### src/rtl/swi_pkg.sv
package swi_pkg;
  // Index of the least significant set bit; 0 when no bit is set.
  function automatic logic [7:0] low_index(input logic [63:0] v);
    logic [7:0] r;
    r = 8'd0;
    for (int i = 63; i >= 0; i--) begin
      if (v[i]) r = 8'(i);
    end
    return r;
  endfunction
endpackage

### src/rtl/swi_sync_edge.sv
module swi_sync_edge #(
  parameter int N = 8
) (
  input  logic         clk,
  input  logic         rst_n,
  input  logic [N-1:0] irq_in,
  output logic [N-1:0] rise
);
  logic [N-1:0] s1, s2, s3;

  always_ff @(posedge clk or negedge rst_n) begin
    if (!rst_n) begin
      s1 <= '0;
      s2 <= '0;
      s3 <= '0;
    end else begin
      s1 <= irq_in;
      s2 <= s1;
      s3 <= s2;
    end
  end

  assign rise = s2 & ~s3;


  rise_single_chk: assert property (@(posedge clk) disable iff (!rst_n)
    (|rise) |=> ((rise & $past(rise)) == '0));
endmodule

### src/rtl/swi_pending.sv
module swi_pending #(
  parameter int N = 8
) (
  input  logic         clk,
  input  logic         rst_n,
  input  logic [N-1:0] rise,
  input  logic         mask_wr,
  input  logic [N-1:0] mask_wdata,
  input  logic         clr_wr,
  input  logic [N-1:0] clr_wdata,
  input  logic [N-1:0] take_clr,
  output logic [N-1:0] pend,
  output logic [N-1:0] mask,
  output logic [N-1:0] active
);
  logic [N-1:0] sw_clr;
  logic [N-1:0] pend_n;

  assign sw_clr = clr_wr ? clr_wdata : '0;
  assign pend_n = (pend & ~sw_clr & ~take_clr) | rise;
  assign active = pend & mask;

  always_ff @(posedge clk or negedge rst_n) begin
    if (!rst_n) begin
      pend <= '0;
      mask <= '0;
    end else begin
      pend <= pend_n;
      if (mask_wr) mask <= mask_wdata;
    end
  end

  for (genvar i = 0; i < N; i++) begin : g_chk

    pend_set_chk: assert property (@(posedge clk) disable iff (!rst_n)
      rise[i] |=> pend[i]);

    pend_clr_chk: assert property (@(posedge clk) disable iff (!rst_n)
      (clr_wr && clr_wdata[i] && !rise[i]) |=> !pend[i]);
  end
endmodule

### src/rtl/swi_sleep_ctl.sv
module swi_sleep_ctl
  import swi_pkg::*;
#(
  parameter int N  = 8,
  parameter int IW = 3
) (
  input  logic          clk,
  input  logic          rst_n,
  input  logic          sleep_wr,
  input  logic [N-1:0]  active,
  input  logic          wake_rd,
  output logic          asleep,
  output logic          clk_en,
  output logic          wake_pulse,
  output logic          resume,
  output logic          wake_valid,
  output logic [IW-1:0] wake_idx
);
  logic wake_cond;
  logic [IW-1:0] win_idx;

  assign wake_cond  = asleep & (|active);
  assign win_idx    = IW'(low_index(64'(active)));
  assign clk_en     = ~asleep | wake_cond;
  assign wake_pulse = wake_cond;

  always_ff @(posedge clk or negedge rst_n) begin
    if (!rst_n) begin
      asleep     <= 1'b0;
      resume     <= 1'b0;
      wake_valid <= 1'b0;
      wake_idx   <= '0;
    end else begin
      resume <= wake_cond;
      if (wake_cond) asleep <= 1'b0;
      else if (sleep_wr && !asleep) asleep <= 1'b1;
      if (wake_cond) begin
        wake_valid <= 1'b1;
        wake_idx   <= win_idx;
      end else if (wake_rd) begin
        wake_valid <= 1'b0;
        wake_idx   <= '0;
      end
    end
  end


  sleep_entry_chk: assert property (@(posedge clk) disable iff (!rst_n)
    (sleep_wr && !asleep && !(|active)) |=> !clk_en);

  resume_after_wake_chk: assert property (@(posedge clk) disable iff (!rst_n)
    wake_pulse |=> (resume && !asleep && !wake_pulse));

  wake_stat_chk: assert property (@(posedge clk) disable iff (!rst_n)
    wake_pulse |=> wake_valid);
endmodule

### src/rtl/swi_vector.sv
module swi_vector
  import swi_pkg::*;
#(
  parameter int N  = 8,
  parameter int IW = 3
) (
  input  logic          clk,
  input  logic          rst_n,
  input  logic          gie_set,
  input  logic          gie_clr,
  input  logic [N-1:0]  active,
  input  logic          asleep,
  output logic          gie,
  output logic          take_req,
  output logic [IW-1:0] take_idx,
  output logic [N-1:0]  take_clr
);
  logic inhibit;

  assign take_idx = IW'(low_index(64'(active)));
  assign take_req = gie & ~inhibit & ~asleep & (|active);
  assign take_clr = take_req ? (N'(1) << take_idx) : '0;

  always_ff @(posedge clk or negedge rst_n) begin
    if (!rst_n) begin
      gie     <= 1'b0;
      inhibit <= 1'b0;
    end else begin
      inhibit <= gie_set;
      if (gie_clr || take_req) gie <= 1'b0;
      else if (gie_set) gie <= 1'b1;
    end
  end


  take_inhibit_chk: assert property (@(posedge clk) disable iff (!rst_n)
    $past(gie_set) |-> !take_req);

  take_gie_off_chk: assert property (@(posedge clk) disable iff (!rst_n)
    take_req |=> !gie);

  take_awake_chk: assert property (@(posedge clk) disable iff (!rst_n)
    take_req |-> !asleep);
endmodule

### src/rtl/sleep_wake_intc.sv
module sleep_wake_intc #(
  parameter int NSRC = 8,
  localparam int IDXW = (NSRC > 1) ? $clog2(NSRC) : 1
) (
  input  logic            clk,
  input  logic            rst_n,
  input  logic [NSRC-1:0] irq_in,
  input  logic            mask_wr,
  input  logic [NSRC-1:0] mask_wdata,
  input  logic            clr_wr,
  input  logic [NSRC-1:0] clr_wdata,
  input  logic            gie_set,
  input  logic            gie_clr,
  input  logic            sleep_wr,
  input  logic            wake_rd,
  output logic            clk_en,
  output logic            wake_pulse,
  output logic            resume,
  output logic            take_req,
  output logic [IDXW-1:0] take_idx,
  output logic [NSRC-1:0] pend,
  output logic [NSRC-1:0] mask,
  output logic            gie,
  output logic            wake_valid,
  output logic [IDXW-1:0] wake_idx
);
  logic [NSRC-1:0] rise;
  logic [NSRC-1:0] active;
  logic [NSRC-1:0] take_clr;
  logic            asleep;

  swi_sync_edge #(.N(NSRC)) u_sync (
    .clk(clk), .rst_n(rst_n), .irq_in(irq_in), .rise(rise)
  );

  swi_pending #(.N(NSRC)) u_pend (
    .clk(clk), .rst_n(rst_n), .rise(rise),
    .mask_wr(mask_wr), .mask_wdata(mask_wdata),
    .clr_wr(clr_wr), .clr_wdata(clr_wdata), .take_clr(take_clr),
    .pend(pend), .mask(mask), .active(active)
  );

  swi_sleep_ctl #(.N(NSRC), .IW(IDXW)) u_sleep (
    .clk(clk), .rst_n(rst_n), .sleep_wr(sleep_wr), .active(active),
    .wake_rd(wake_rd), .asleep(asleep), .clk_en(clk_en),
    .wake_pulse(wake_pulse), .resume(resume),
    .wake_valid(wake_valid), .wake_idx(wake_idx)
  );

  swi_vector #(.N(NSRC), .IW(IDXW)) u_vec (
    .clk(clk), .rst_n(rst_n), .gie_set(gie_set), .gie_clr(gie_clr),
    .active(active), .asleep(asleep), .gie(gie),
    .take_req(take_req), .take_idx(take_idx), .take_clr(take_clr)
  );


  wake_no_vector_chk: assert property (@(posedge clk) disable iff (!rst_n)
    (wake_pulse && !gie) |=> !take_req);
endmodule

### config.mk
export PLATFORM = sky130hd
export DESIGN_NAME = sleep_wake_intc
export DESIGN_NICKNAME = d
export VERILOG_FILES = /design/src/rtl/swi_pkg.sv /design/src/rtl/swi_sync_edge.sv /design/src/rtl/swi_pending.sv /design/src/rtl/swi_sleep_ctl.sv /design/src/rtl/swi_vector.sv /design/src/rtl/sleep_wake_intc.sv
export SDC_FILE = /design/constraint.sdc
export NUM_CORES = 1
export LEC_CHECK = 0
export BUFFER_PORTS_ARGS = -buffer_cell sky130_fd_sc_hd__clkbuf_2
export CORE_MARGIN = 10
export CORE_UTILIZATION = 35
export DETAILED_ROUTE_END_ITERATION = 7
export GPL_TIMING_DRIVEN = 0
export PLACE_DENSITY = 0.69
export RECOVER_POWER = 25
export SLEW_MARGIN = 20
export SYNTH_ARGS = -nofsm -noshare
export SYNTH_HDL_FRONTEND = slang
export SYNTH_SLANG_ARGS = --single-unit
### constraint.sdc
create_clock -name clk -period 3.1 [get_ports clk]
set_input_delay 0.31 -clock clk [delete_from_list [all_inputs] [get_ports clk]]
set_output_delay 0.31 -clock clk [all_outputs]
set_load 0.02 [all_outputs]
==> results by group, run 1 <==
Floorplanning
  – FP Rows: 25
  – Die area: between 0.008 and 0.009 mm2
  – Starting Density: 0.369
  – Die height: 91.3 um
  – # IOs: 60
  – Width of the chip: 91.3 um
  – Core area: 0.00482 mm2

Synth
  – Seq cells post-synth: 48
  – Ranking of synthesized cells by area: dfrtp_1 (68%), mux2_1 (5.1%), nand2_1 (3.4%)
  – Register area share after synthesis: 0.676
  – Synth warn: 0
  – Syn Inst Count: 138
  – Syn avg cell area: around 13 um2
  – Synth cell types: 34
  – Mapped Nets: 170
  – Post-synth top area share: 0.676
  – Area leader, netlist: dfrtp_1
  – Mapped cell area: 0.00178 mm2

STA
  – RSZ-0062 raised after global routing: no
  – Setup_tns: 0 ns
  – Worst Skew: 0.00427 ns
  – Final Max Tran Viols: 0
  – Slew @ Worst Pin: around 0.64 ns
  – Fmax: 474 MHz
  – Final setup vio count: 0
  – Final Hold Fails: 0
  – Setup WS post-layout: 0.989 ns
  – Final min period: 2.11 ns
  – Max-slew headroom: 0.575
  – Fin crit share: 0.681

Layout
  – # diodes: 0
  – Share of cells above drive strength 1: 0.350
  – Commonest non-fill, non-tap cell in the layout: clkbuf_2
  – Nets: 234
  – Area grow syn2layout: 26.5%
  – Most frequent cells in the layout: clkbuf_2 (56), dfrtp_1 (48), nand2_1 (16)

Placed design
  – Pre-CTS WS: 1.32 ns
  – Final GP Congestion: around 0.72
  – I/O Buffers: 57
  – DPL Wire Length: 3180 um

Clock network
  – CTS buffer count: 5
  – H-tree depth: 2
  – CTS Root Buffer Type: clkbuf_8
  – # hold bufs at CTS: 0
  – TritonCTS clock tree: yes
  – Clk sink count: 48
  – Setup bufs post-CTS: 0
  – CTS max path bufs: 2
  – Clk_lat worst skew: 0.30 ns
  – Post-cts sizing count: 0
  – Clock Pin Slew Worst Setup and Hold Paths: 0.09 ns

Worst setup path
  – Crit path DAT: approximately 1.8 ns
  – CP max FO: 5
  – CP required: 2.79 ns
  – Setup CP Type: flip-flop to primary output
  – Crit path launch type: flip-flop
  – Crit end category: primary output

Routing
  – Final WL: 4080 um
  – Routed wire length per instance: 15.1 um
  – Avg Vias per Cell: ~4.7
  – Pre-antenna DRT Iters: 4
  – DRC viols: 0
  – Routed vias: 1257
  – Initial DRC count: 42
  – Post-detailed-route count of antenna-violating nets: 0

Global routing
  – Global-route wire length before repair: 6650 um
  – GRT Overall Usage: 0.0999
  – Vias in the first global route: 1360
  – Largest net degree at the start of global routing: 49
  – Grt ovf: 0
  – Initial antenna violation count: 0

Power and ir drop
  – Logic pwr share: 0.197
  – Maximum VDD drop: 0.335 mV
  – Power Dens Cells: 629 mW/mm2
  – Clock power frac: 0.284
  – Sequential share of power: 0.519
  – Net Sw Power: approximately 440 uW
  – Net Sw Frac: 0.311
  – Pint: just under 1 mW
  – Leak Pwr: 1.12 nW

Run
  – Max_cap viols: 0

Min path
  – HP Class: input port to async pin

Run status
  – Status: completed
[power groups by stage]
stage,registers (mW),logic [mW],clock network (mW)
3_5_place_dp,0.748,0.285,0
4_1_cts,0.735,0.286,0.416
6_report,0.735,0.279,0.402
2_1_floorplan,0.786,0.124,0
3_3_place_gp,0.744,0.281,0
5_1_grt,0.746,0.307,0.443
[Yosys cell counts]
cell       n
clkbuf_1   2
mux2_1     8
nor2_1     3
nand4_1    3
nand2b_1   2
nor4_1     1
nor2b_1    2
a31oi_1    1
a22oi_4    1
a211o_1    1
a21o_1     1
o21ai_1    6
a22o_1     4
nand2_1   16
mux2_2     1
a21oi_1    3
o21ai_2    1
mux2i_1    1
a32oi_1    1
nor3_1     1
nand3_2    1
inv_1     12
o21ai_0    1
or2_1      1
o31a_1     1
a22oi_2    1
a21boi_0   1
o21a_1     1
dfrtp_1   48
a21boi_1   1
o22ai_1    1
nand3_1    7
nor3b_4    1
a32o_1     2
[worst max-delay path, stage by stage (launching register included)]
cell	delay, ns
dfrtp_1	0.45
a22o_1	0.29
or2_1	0.28
o21ai_2	0.23
inv_1	0.08
clkbuf_2	0.16
[flip-flops by register name (all words and copies together), names as in the netlist, 3 cells and up]
signal and cells:
u_pend.mask 8, u_pend.pend 8, u_sync.s1 8, u_sync.s2 8
u_sync.s3 8, u_sleep.wake_idx 3
[logic make-up after synthesis]
group / after synthesis / share of synthesized area
muxes: 10 / 0.0626
buffers and inverters: 14 / 0.0296
AOI/OAI and AO/OA: 28 / 0.122
DFF: 48 / 0.676
and+or+nand+nor: 38 / 0.110
[routing by layer]
layer / global-route usage / vias to the layer above / share of wire
met5: 0 / - / 0
met4: 0.0431 / 0 / 0.012
met3: 0.0502 / 4 / 0.088
met2: 0.152 / 42 / 0.47
met1: 0.116 / 603 / 0.43
li1: - / 608 / -
[cell type report]
| type | count | area [um2] |
|---|---|---|
| timing repair buffer | 57 | 288 |
| fill | 459 | 2570 |
| clock inverter | 2 | 17.5 |
| clock buffer | 6 | 82.6 |
| sequential | 48 | 1200 |
| tap | 67 | 83.8 |
| buffer | 2 | 7.51 |
| multi-input combinational | 76 | 524 |
| inverter | 12 | 45.0 |
[path summary, 6_finish.rpt]
kind / start / endpoint / slack [ns] / depth (start not counted)
worst min-delay path: rst_n / u_sync.s3[0] / 0.05 / 1
min in group clk: irq_in[3] / u_sync.s1[3] / 0.10 / 1
max in group asynchronous: rst_n / u_sync.s3[5] / 2.63 / 1
worst max register to register: u_pend.mask[5] / u_sleep.wake_idx[1] / 1.40 / 4
worst min register to register: u_sync.s1[2] / u_sync.s2[2] / 0.36 / 0
worst max-delay path: u_pend.mask[5] / wake_pulse / 0.99 / 5
[metrics by stage]
step                      total power, mW  utilization  instance area, um2  std cells  hold WS, ns
final                                1.42        0.467                2250        270       0.0461
after global routing                 1.50        0.467                2250        270       0.0883
after CTS                            1.44        0.467                2250        270       0.0660
after detailed placement             1.03        0.446                2150        262        0.336
after global placement               1.02        0.446                2150        262        0.332
after floorplan                     0.910            -                1780        138       0.0144
(Power assumes the default switching activity.)
==> run 2, diff against run 1 <==
- PLACE_DENSITY: 0.69 -> 0.71
- clock period: 3.1 -> 1.7 ns (I/O delays scaled with it)
==> results by group, run 2 (synthesis gave the netlist of run 1 again) <==
STA
  – RSZ-0062 raised after global routing: yes (was no)
  – Final setup vio count: 6 (was 0)
  – Slew @ Worst Pin: 0.638 ns (was 0.637 ns)
  – Fin crit share: 1.05
  – Setup_tns: -0.336 ns (was 0 ns)
  – Final Hold Fails: 0 (unchanged)
  – Fmax: 558 MHz
  – Final Max Tran Viols: 0 (unchanged)
  – Final min period: 1.79 ns
  – Setup WS post-layout: -0.0928 ns (was 0.989 ns)
  – Worst Skew: 0.00692 ns (was 0.00427 ns)
  – Max-slew headroom: 0.575 (about the same)

Floorplanning
  – Width of the chip: 91.3 um (unchanged)
  – Starting Density: 0.369 (unchanged)
  – FP Rows: 25 (unchanged)
  – Die area: 0.00833 mm2 (unchanged)
  – Die height: 91.3 um (unchanged)
  – # IOs: 60 (unchanged)
  – Core area: 0.00482 mm2 (unchanged)

Global routing
  – GR Util met3: 0.0519 (was 0.0502)
  – GRT Overall Usage: 0.108 (was 0.0999)
  – Global-route wire length before repair: 7370 um (was 6650 um)
  – Met2 usage: 0.175 (was 0.152)
  – Initial antenna violation count: 0 (unchanged)
  – Largest net degree at the start of global routing: 49 (unchanged)
  – Global-route met1 utilization: 0.126 (was 0.116)
  – Most Crowded Layer GR: met2 (unchanged)
  – Grt ovf: 0 (unchanged)
  – Vias in the first global route: 1555 (was 1360)

Worst setup path
  – Crit end category: primary output (unchanged)
  – Slowest stage delay, CP: 0.43 ns (was 0.45 ns)
  – Crit path DAT: 1.62 ns (was 1.80 ns)
  – Crit path launch type: flip-flop (unchanged)
  – CP required: 1.53 ns (was 2.79 ns)
  – Crit path max-delay cell type: dfrtp_1 (unchanged)
  – Setup CP Type: flip-flop to primary output (unchanged)
  – Critical path cell sequence: a22o_1 > or2_4 > o21a_1 > clkbuf_8 (was a22o_1 > or2_1 > o21ai_2 > inv_1 > clkbuf_2)
  – CP max FO: 4 (was 5)

Min path
  – HP Class: input port to flip-flop (was input port to async pin)

Layout
  – Commonest non-fill, non-tap cell in the layout: clkbuf_2 (unchanged)
  – Share of cells above drive strength 1: 0.430 (was 0.350)
  – # diodes: 0 (unchanged)
  – Nets: 268 (was 234)
  – Filler cells: 431 (was 459)
  – Area grow syn2layout: 46.1% (was 26.5%)
  – Most frequent cells in the layout: clkbuf_2 (51), dfrtp_1 (47), buf_4 (24) (was clkbuf_2 (56), dfrtp_1 (48), nand2_1 (16))

Clock network
  – CTS buffer count: 5 (unchanged)
  – TritonCTS clock tree: yes (unchanged)
  – H-tree depth: 2 (unchanged)
  – Clk_lat worst skew: 0.29 ns (was 0.30 ns)
  – Clock Pin Slew Worst Setup and Hold Paths: 0.09 ns (about the same)
  – Clk sink count: 48 (unchanged)
  – CTS max path bufs: 2 (unchanged)
  – CTS Root Buffer Type: clkbuf_8 (unchanged)

Power and ir drop
  – Leak Pwr: 1.28 nW (was 1.12 nW)
  – Total Power: 2.75 mW (was 1.42 mW)
  – Maximum VDD drop: 0.685 mV (was 0.335 mV)
  – Power Dens Cells: 1060 mW/mm2 (was 629 mW/mm2)

Routing
  – Initial DRC count: 69 (was 42)
  – Avg Vias per Cell: 4.61 (was 4.66)
  – Pre-antenna DRT Iters: 6 (was 4)
  – Final WL: 4500 um (was 4080 um)
  – Routed wire length per instance: 14.8 um (was 15.1 um)
  – Post-detailed-route count of antenna-violating nets: 0 (unchanged)
  – DRC viols: 0 (unchanged)
  – Routed vias: 1400 (was 1257)

Placed design
  – I/O Buffers: 57 (unchanged)
  – DPL Wire Length: 3180 um (about the same)
  – Final GP Congestion: 0.767 (was 0.716)

Run status
  – Status: finished with violations (was completed)
  – Failing checks: setup timing

Run
  – Max_cap viols: 0 (unchanged)
run 2: changes by cell type in the layout (fill, tap and decap cells not counted), moves of 2 or more:
| cell | before | now |
|---|---|---|
| buf_4 | 0 | 24 |
| dlygate4sd3_1 | 0 | 10 |
| clkbuf_2 | 56 | 51 |
| buf_6 | 0 | 2 |
| clkbuf_8 | 6 | 8 |
| clkinvlp_4 | 0 | 2 |
| inv_6 | 2 | 0 |
| nand2_1 | 16 | 14 |
| nand2_2 | 0 | 2 |
run 2: metal layers:
layer,share of wire,vias up
met4,0.0051,0
met3,0.084,2
li1,-,674
met5,0,-
met1,0.42,674
met2,0.49,50
run 2: power by group:
group / internal [mW] / switching [mW]
clock: 0.329 / 0.370
sequential: 1.24 / 0.0892
combinational: 0.336 / 0.378
total: 1.91 / 0.838
run 2: final timing paths:
check | start | endpoint | slack, ns | cells past startpoint
max in group asynchronous | rst_n | u_pend.mask[3] | 0.78 | 2
worst max-delay path | u_pend.pend[5] | take_req | -0.09 | 4
worst min-delay path | gie_clr | u_vec.gie | 0.03 | 2
worst min register to register | u_sync.s1[6] | u_sync.s2[6] | 0.35 | 0
min in group asynchronous | rst_n | u_sync.s2[7] | 0.46 | 2
worst max register to register | u_pend.pend[5] | u_sleep.wake_idx[1] | -0.03 | 6
run 2: what timing repair did:
item | 4_1_cts | 5_1_grt
setup endpoints to repair | 5 | 8
endpoints found under the hold margin | 57 | 0
pin swaps | 7 | 7
gates resized for setup | 7 | 14
buffers inserted | 12 | 12
hold buffers | 10 | 0
run 2: critical path, delay by kind of cell, from the launching register on:
| kind | cells | cell delay (ns) |
|---|---|---|
| buffers and inverters | 1 | 0.16 |
| DFF | 1 | 0.43 |
| and+or+nand+nor | 1 | 0.26 |
| AOI/OAI and AO/OA | 2 | 0.49 |
run 2: per-stage QoR:
stage	setup WS, ns	hold WS, ns	utilization	cell area (um2)	cells
floorplan	0.0572	-0.126	-	1780	138
global placement	0.0576	0.278	0.446	2150	262
detailed placement	0.0532	0.264	0.446	2150	262
CTS	-0.115	0.0308	0.512	2470	292
global route	-0.165	0.0163	0.539	2600	304
finish	-0.0928	0.0271	0.539	2600	304
run 2: layout make-up:
type / instances / area [um2] / area share
clock inverter: 2 / 15.0 / 0.00578
timing repair buffer: 91 / 598 / 0.230
buffer: 2 / 7.51 / 0.00289
sequential: 48 / 1200 / 0.463
tap: 67 / 83.8 / 0.0323
multi-input combinational: 76 / 563 / 0.217
clock buffer: 6 / 82.6 / 0.0318
inverter: 12 / 45.0 / 0.0173
